## config.mk

```make
export PLATFORM = sky130hd
export DESIGN_NAME = miss_fill_alloc
export DESIGN_NICKNAME = d
export VERILOG_FILES = /design/src/rtl/mfa_pkg.sv /design/src/rtl/mfa_pick.sv /design/src/rtl/mfa_match.sv /design/src/rtl/mfa_store.sv /design/src/rtl/miss_fill_alloc.sv
export SDC_FILE = /design/constraint.sdc
export NUM_CORES = 1
export LEC_CHECK = 0
export BUFFER_PORTS_ARGS = -buffer_cell sky130_fd_sc_hd__buf_2
export CAP_MARGIN = 30
export CORE_MARGIN = 5
export CORE_UTILIZATION = 41
export DETAILED_ROUTE_END_ITERATION = 10
export MAX_ROUTING_LAYER = met4
export PLACE_DENSITY = 0.63
export SLEW_MARGIN = 20
export SYNTH_ARGS = -nofsm -noshare
export SYNTH_HDL_FRONTEND = slang
export SYNTH_HIERARCHICAL = 1
export SYNTH_SLANG_ARGS = --single-unit
```

## constraint.sdc

```tcl
create_clock -name clk -period 4.7 [get_ports clk]
set_input_delay 0 -clock clk [delete_from_list [all_inputs] [get_ports clk]]
set_output_delay 0 -clock clk [all_outputs]
set_load 0.02 [all_outputs]
```

## src/rtl/mfa_pkg.sv

```systemverilog
package mfa_pkg;
  typedef enum logic {KIND_DEMAND = 1'b0, KIND_PREFETCH = 1'b1} req_kind_e;

  // A prefetch is refused on its own flags before any pool lookup.
  function automatic logic pf_blocked(input logic fault, input logic xlat_miss,
                                      input logic drop_on_xlat);
    return fault || (xlat_miss && drop_on_xlat);
  endfunction
endpackage

```

## src/rtl/mfa_pick.sv

```systemverilog
module mfa_pick #(
  parameter int N  = 10,
  parameter int IW = 4
) (
  input  logic [N-1:0]  free_v,
  output logic          any_free,
  output logic [IW-1:0] pick_idx
);
  // Lowest-index free entry wins: scan downward so the last hit is the lowest.
  always_comb begin
    pick_idx = '0;
    for (int i = N - 1; i >= 0; i--) begin
      if (free_v[i]) pick_idx = IW'(i);
    end
  end
  assign any_free = |free_v;
endmodule

```

## src/rtl/mfa_match.sv

```systemverilog
module mfa_match #(
  parameter int N  = 10,
  parameter int AW = 26
) (
  input  logic [AW-1:0]   probe,
  input  logic [N*AW-1:0] held_lines,
  input  logic [N-1:0]    live,
  output logic            hit
);
  logic [N-1:0] eq_v;
  for (genvar i = 0; i < N; i++) begin : g_cmp
    assign eq_v[i] = live[i] && (held_lines[i*AW +: AW] == probe);
  end
  assign hit = |eq_v;
endmodule

```

## src/rtl/mfa_store.sv

```systemverilog
module mfa_store #(
  parameter int N  = 10,
  parameter int AW = 26,
  parameter int IW = 4
) (
  input  logic               clk,
  input  logic               rst_n,
  input  logic               alloc,
  input  logic [IW-1:0]      alloc_idx,
  input  logic [AW-1:0]      alloc_line,
  input  mfa_pkg::req_kind_e alloc_kind,
  input  logic [N-1:0]       release_v,
  output logic [N-1:0]       busy,
  output logic [N*AW-1:0]    held_lines,
  output logic [N-1:0]       held_pf
);
  for (genvar i = 0; i < N; i++) begin : g_ent
    logic take;
    assign take = alloc && (alloc_idx == IW'(i));

    always_ff @(posedge clk) begin
      if (!rst_n)            busy[i] <= 1'b0;
      else if (take)         busy[i] <= 1'b1;
      else if (release_v[i]) busy[i] <= 1'b0;
    end

    always_ff @(posedge clk) begin
      if (take) begin
        held_lines[i*AW +: AW] <= alloc_line;
        held_pf[i]             <= (alloc_kind == mfa_pkg::KIND_PREFETCH);
      end
    end
  end
endmodule

```

## src/rtl/miss_fill_alloc.sv

```systemverilog
module miss_fill_alloc #(
  parameter int NUM_ENTRIES = 10,
  parameter int LINE_W      = 26,
  localparam int IDX_W      = (NUM_ENTRIES > 1) ? $clog2(NUM_ENTRIES) : 1
) (
  input  logic                   clk,
  input  logic                   rst_n,
  input  logic                   xlat_drop_en,
  input  logic                   dmd_valid,
  input  logic [LINE_W-1:0]      dmd_line,
  output logic                   dmd_ready,
  input  logic                   pf_valid,
  input  logic [LINE_W-1:0]      pf_line,
  input  logic                   pf_fault,
  input  logic                   pf_xlat_miss,
  output logic                   req_valid,
  output logic [LINE_W-1:0]      req_line,
  output logic [IDX_W-1:0]       req_idx,
  output logic                   req_is_pf,
  input  logic                   fill_valid,
  input  logic [IDX_W-1:0]       fill_idx,
  output logic [NUM_ENTRIES-1:0] entry_busy
);
  // Named internal events, also used by the bound checker.
  logic [NUM_ENTRIES-1:0]        busy, fill_hit, live;
  logic [NUM_ENTRIES*LINE_W-1:0] held_lines;
  logic [NUM_ENTRIES-1:0]        held_pf;
  logic                          any_free, dmd_hit, pf_hit;
  logic [IDX_W-1:0]              free_idx;
  logic                          dmd_alloc, pf_alloc, pf_flag_drop;
  mfa_pkg::req_kind_e            alloc_kind;

  for (genvar i = 0; i < NUM_ENTRIES; i++) begin : g_fill
    assign fill_hit[i] = fill_valid && (fill_idx == IDX_W'(i)) && busy[i];
  end
  assign live = busy & ~fill_hit;

  mfa_pick #(.N(NUM_ENTRIES), .IW(IDX_W)) u_pick (
    .free_v  (~busy),
    .any_free(any_free),
    .pick_idx(free_idx)
  );

  mfa_match #(.N(NUM_ENTRIES), .AW(LINE_W)) u_dmd_cam (
    .probe(dmd_line), .held_lines(held_lines), .live(live), .hit(dmd_hit)
  );

  mfa_match #(.N(NUM_ENTRIES), .AW(LINE_W)) u_pf_cam (
    .probe(pf_line), .held_lines(held_lines), .live(live), .hit(pf_hit)
  );

  assign pf_flag_drop = mfa_pkg::pf_blocked(pf_fault, pf_xlat_miss, xlat_drop_en);
  assign dmd_alloc    = dmd_valid && !dmd_hit && any_free;
  assign pf_alloc     = pf_valid && !dmd_valid && any_free && !pf_hit && !pf_flag_drop;
  assign alloc_kind   = pf_alloc ? mfa_pkg::KIND_PREFETCH : mfa_pkg::KIND_DEMAND;

  assign dmd_ready  = dmd_hit || any_free;
  assign req_valid  = dmd_alloc || pf_alloc;
  assign req_idx    = free_idx;
  assign req_line   = dmd_valid ? dmd_line : pf_line;
  assign req_is_pf  = pf_alloc;
  assign entry_busy = busy;

  mfa_store #(.N(NUM_ENTRIES), .AW(LINE_W), .IW(IDX_W)) u_store (
    .clk       (clk),
    .rst_n     (rst_n),
    .alloc     (req_valid),
    .alloc_idx (free_idx),
    .alloc_line(req_line),
    .alloc_kind(alloc_kind),
    .release_v (fill_hit),
    .busy      (busy),
    .held_lines(held_lines),
    .held_pf   (held_pf)
  );
endmodule

```

==> results.rst <==
.. list-table::
   :header-rows: 1

   * - Metric
     - Value
   * - Final RePlAce weighted congestion
     - 1.04
   * - Netlist area before placement
     - 15,300 um^2
   * - Clock buffer count from CTS
     - 31
   * - Setup tns final
     - 0 ns
   * - CTS clk-pin slew, worst paths
     - 0.06 ns
   * - Worst slew pin tran
     - 1.05 ns
   * - # setup viols final
     - 0
   * - Detailed Routing Iterations Pass 1
     - 5
   * - Most Used Layer, Global Route
     - met2
   * - Synthesized instance count
     - 1,167
   * - Later-pin clock latency in the skew report
     - 0.58 ns
   * - Number of inserted filler cells in the final layout
     - 3,326
   * - Routed wire per std cell
     - 31.8 um
   * - H-tree levels
     - 1
   * - Hold slack final
     - 0.0497 ns
   * - Antenna violations before repair
     - 1
   * - Number of pins exceeding their max-slew limit in the final report
     - 0
   * - DR vias
     - 10.3k
   * - Master cell of the clock root buffer
     - clkbuf_16
   * - I/O Pins
     - 107
   * - Clock sink count
     - 270
   * - Setup repair after global routing missed its margin
     - false
   * - Tightest Hold Check Type
     - in -> reg
   * - Category of the worst setup path capture point
     - register
   * - Kind of start point of the critical path
     - input pin
   * - Yosys synthesis warning count
     - 6
   * - Grt ovf
     - 0
   * - Final Hold Viols
     - 0
   * - Count of antenna diodes in the layout
     - 0
   * - Outcome
     - completed
   * - Number of buffers inserted by port buffering
     - 106
   * - Maximum ir drop on the vdd rail
     - 256 uV
   * - Fraction of final layout cells with drive strength greater than 1
     - 16.4%
   * - Crit path DAT
     - 4.17 ns
   * - Maximum number of pins on one net before global-route repair
     - 27
   * - Total global-route track usage
     - 26.9%
   * - Peak clock frequency supported by timing
     - 0.251 GHz
   * - Global-route met3 utilization
     - 5.29%
   * - Placed cells
     - 1,695
   * - Worst relative slew slack
     - 29.4%
   * - Maximum root-to-sink buffer count
     - 3
   * - DIE HEIGHT
     - 203 um
   * - Row count
     - 70
   * - # nets final
     - 1,329
   * - Pwr Density
     - 348 nW/um^2
   * - Total Die Area
     - 41,400 um^2
   * - Final cell utilization of the core
     - 46.2%
   * - Initial core utilization
     - 41.7%
   * - Met2 track demand over resource
     - 41.5%
   * - CP Class
     - in -> reg
   * - Vias in the first global route
     - 10.3k
   * - Critical path required time
     - 4.88 ns
   * - Number of DRC violations after detailed routing
     - 0
   * - Syn-to-layout area delta
     - 10.8%
   * - Ratio of final minimum period to clock period
     - 84.7%
   * - Post-layout min period
     - 3.98 ns
   * - Via count normalized by instance count
     - 5.89
   * - Fin Clk Skew
     - 0.0233 ns
   * - Post-Route WL
     - 55,800 um
   * - Total nets after synthesis
     - 1,231
   * - Die extent in x
     - 203 um
   * - Crit-path max FO
     - 26
   * - Iteration-0 DRC Markers
     - 1,217
   * - Total half-perimeter wirelength after legalization and detailed placement
     - 36,500 um
   * - Met1 track demand over resource in global routing
     - 35.6%
   * - Remaining antenna violation count
     - 0
   * - Max Cap Viol
     - 0
   * - Total chip power
     - 5.91 mW
   * - Count of placed standard cells in the final layout, fillers left out
     - 1,756
   * - Leakage power summed over all cells
     - 5.53 nW
   * - Setup fix buffers added after clock tree synthesis
     - 0
   * - Clock tree from TritonCTS
     - done
   * - Wire length of the first global-routing pass
     - 76,900 um
   * - Std-Cell Core Area
     - 36,800 um^2
   * - Mean cell area of the mapped netlist
     - 13.1 um^2
-- worst paths after layout --
path | startpoint | endpoint | cells past startpoint | slack (ns)
setup / recovery | fill_idx[0] | u_store/held_lines[246]$_DFFE_PP_ | 13 | 0.72
hold / removal | fill_idx[1] | u_store/busy[0]$_SDFFE_PN0P_ | 5 | 0.05
setup reg to reg | u_store/held_lines[212]$_DFFE_PP_ | u_store/held_lines[246]$_DFFE_PP_ | 10 | 0.76
hold reg to reg | u_store/busy[0]$_SDFFE_PN0P_ | u_store/busy[0]$_SDFFE_PN0P_ | 2 | 0.52
-- cell usage in the layout, fill, tap and decap left out, types with 6 or more instances in the layout --
| cell type | n |
|---|---|
| xor2_1 | 208 |
| dfxtp_1 | 10 |
| clkbuf_1 | 6 |
| xnor2_1 | 310 |
| o21ai_0 | 6 |
| edfxtp_1 | 260 |
| a21oi_1 | 8 |
| nor3_1 | 19 |
| mux2_2 | 7 |
| nand4_1 | 104 |
| nor2_4 | 6 |
| inv_1 | 16 |
| buf_2 | 106 |
| clkbuf_16 | 31 |
| buf_4 | 11 |
| nor2_1 | 6 |
| and3_1 | 9 |
| mux2_4 | 19 |
| clkinv_2 | 8 |
| nor4_1 | 59 |
| nand3b_1 | 14 |
-- power breakdown --
group	internal, mW	switching (mW)	leakage, nW
clock	1.31	1.01	0.466
sequential	2.73	0.0433	2.44
combinational	0.265	0.556	2.63
total	4.31	1.61	5.53
-- through the flow --
stage               cell area [um^2]  setup slack [ns]
CTS                            17000             0.816
global placement               16000             0.881
floorplan                      15300             0.258
finish                         17000             0.717
detailed placement             16000             0.756
global route                   17000             0.623
-- cell type report --
cell class              instances  area (um^2)  share of cell area, %
clock inverters                19          151                  0.890
multi-input cells             824         6730                   39.6
flip-flops and latches        270         8010                   47.1
well taps                     468          586                   3.44
clock buffers                  37          798                   4.69
inverters                      16         60.1                  0.353
repair buffers                122          673                   3.96
-- state kept, by name (all words and copies together), names as in the netlist --
register and flops:
u_store/busy 10, u_store/held_lines 260
-- worst max-delay path, cell delays in order --
cell and delay, ns:
dlygate4sd3_1 0.53, buf_2 0.17, nor3b_2 0.42, a21oi_1 0.20
nand4_1 0.17, nor4_1 0.13, nand4_1 0.15, nand2_1 0.06
or3_1 0.43, nand2b_1 0.20, o31ai_2 0.41, nand4bb_1 0.41
nor2_4 0.86
-- routing by layer --
| layer | up-vias | wire length, um | part of all wire (%) |
|---|---|---|---|
| met5 | - | 0 | 0 |
| met4 | 0 | 2450 | 4.4 |
| met3 | 141 | 5420 | 9.7 |
| met2 | 601 | 25300 | 45 |
| met1 | 5207 | 22700 | 41 |
| li1 | 4391 | - | - |
-- what timing repair did --
item | in CTS | in global routing
endpoints found under the hold margin | 10 | 0
hold buffers | 4 | 0
resized for setup | 0 | 0
No activity file was read; power rests on OpenSTA's default activity.
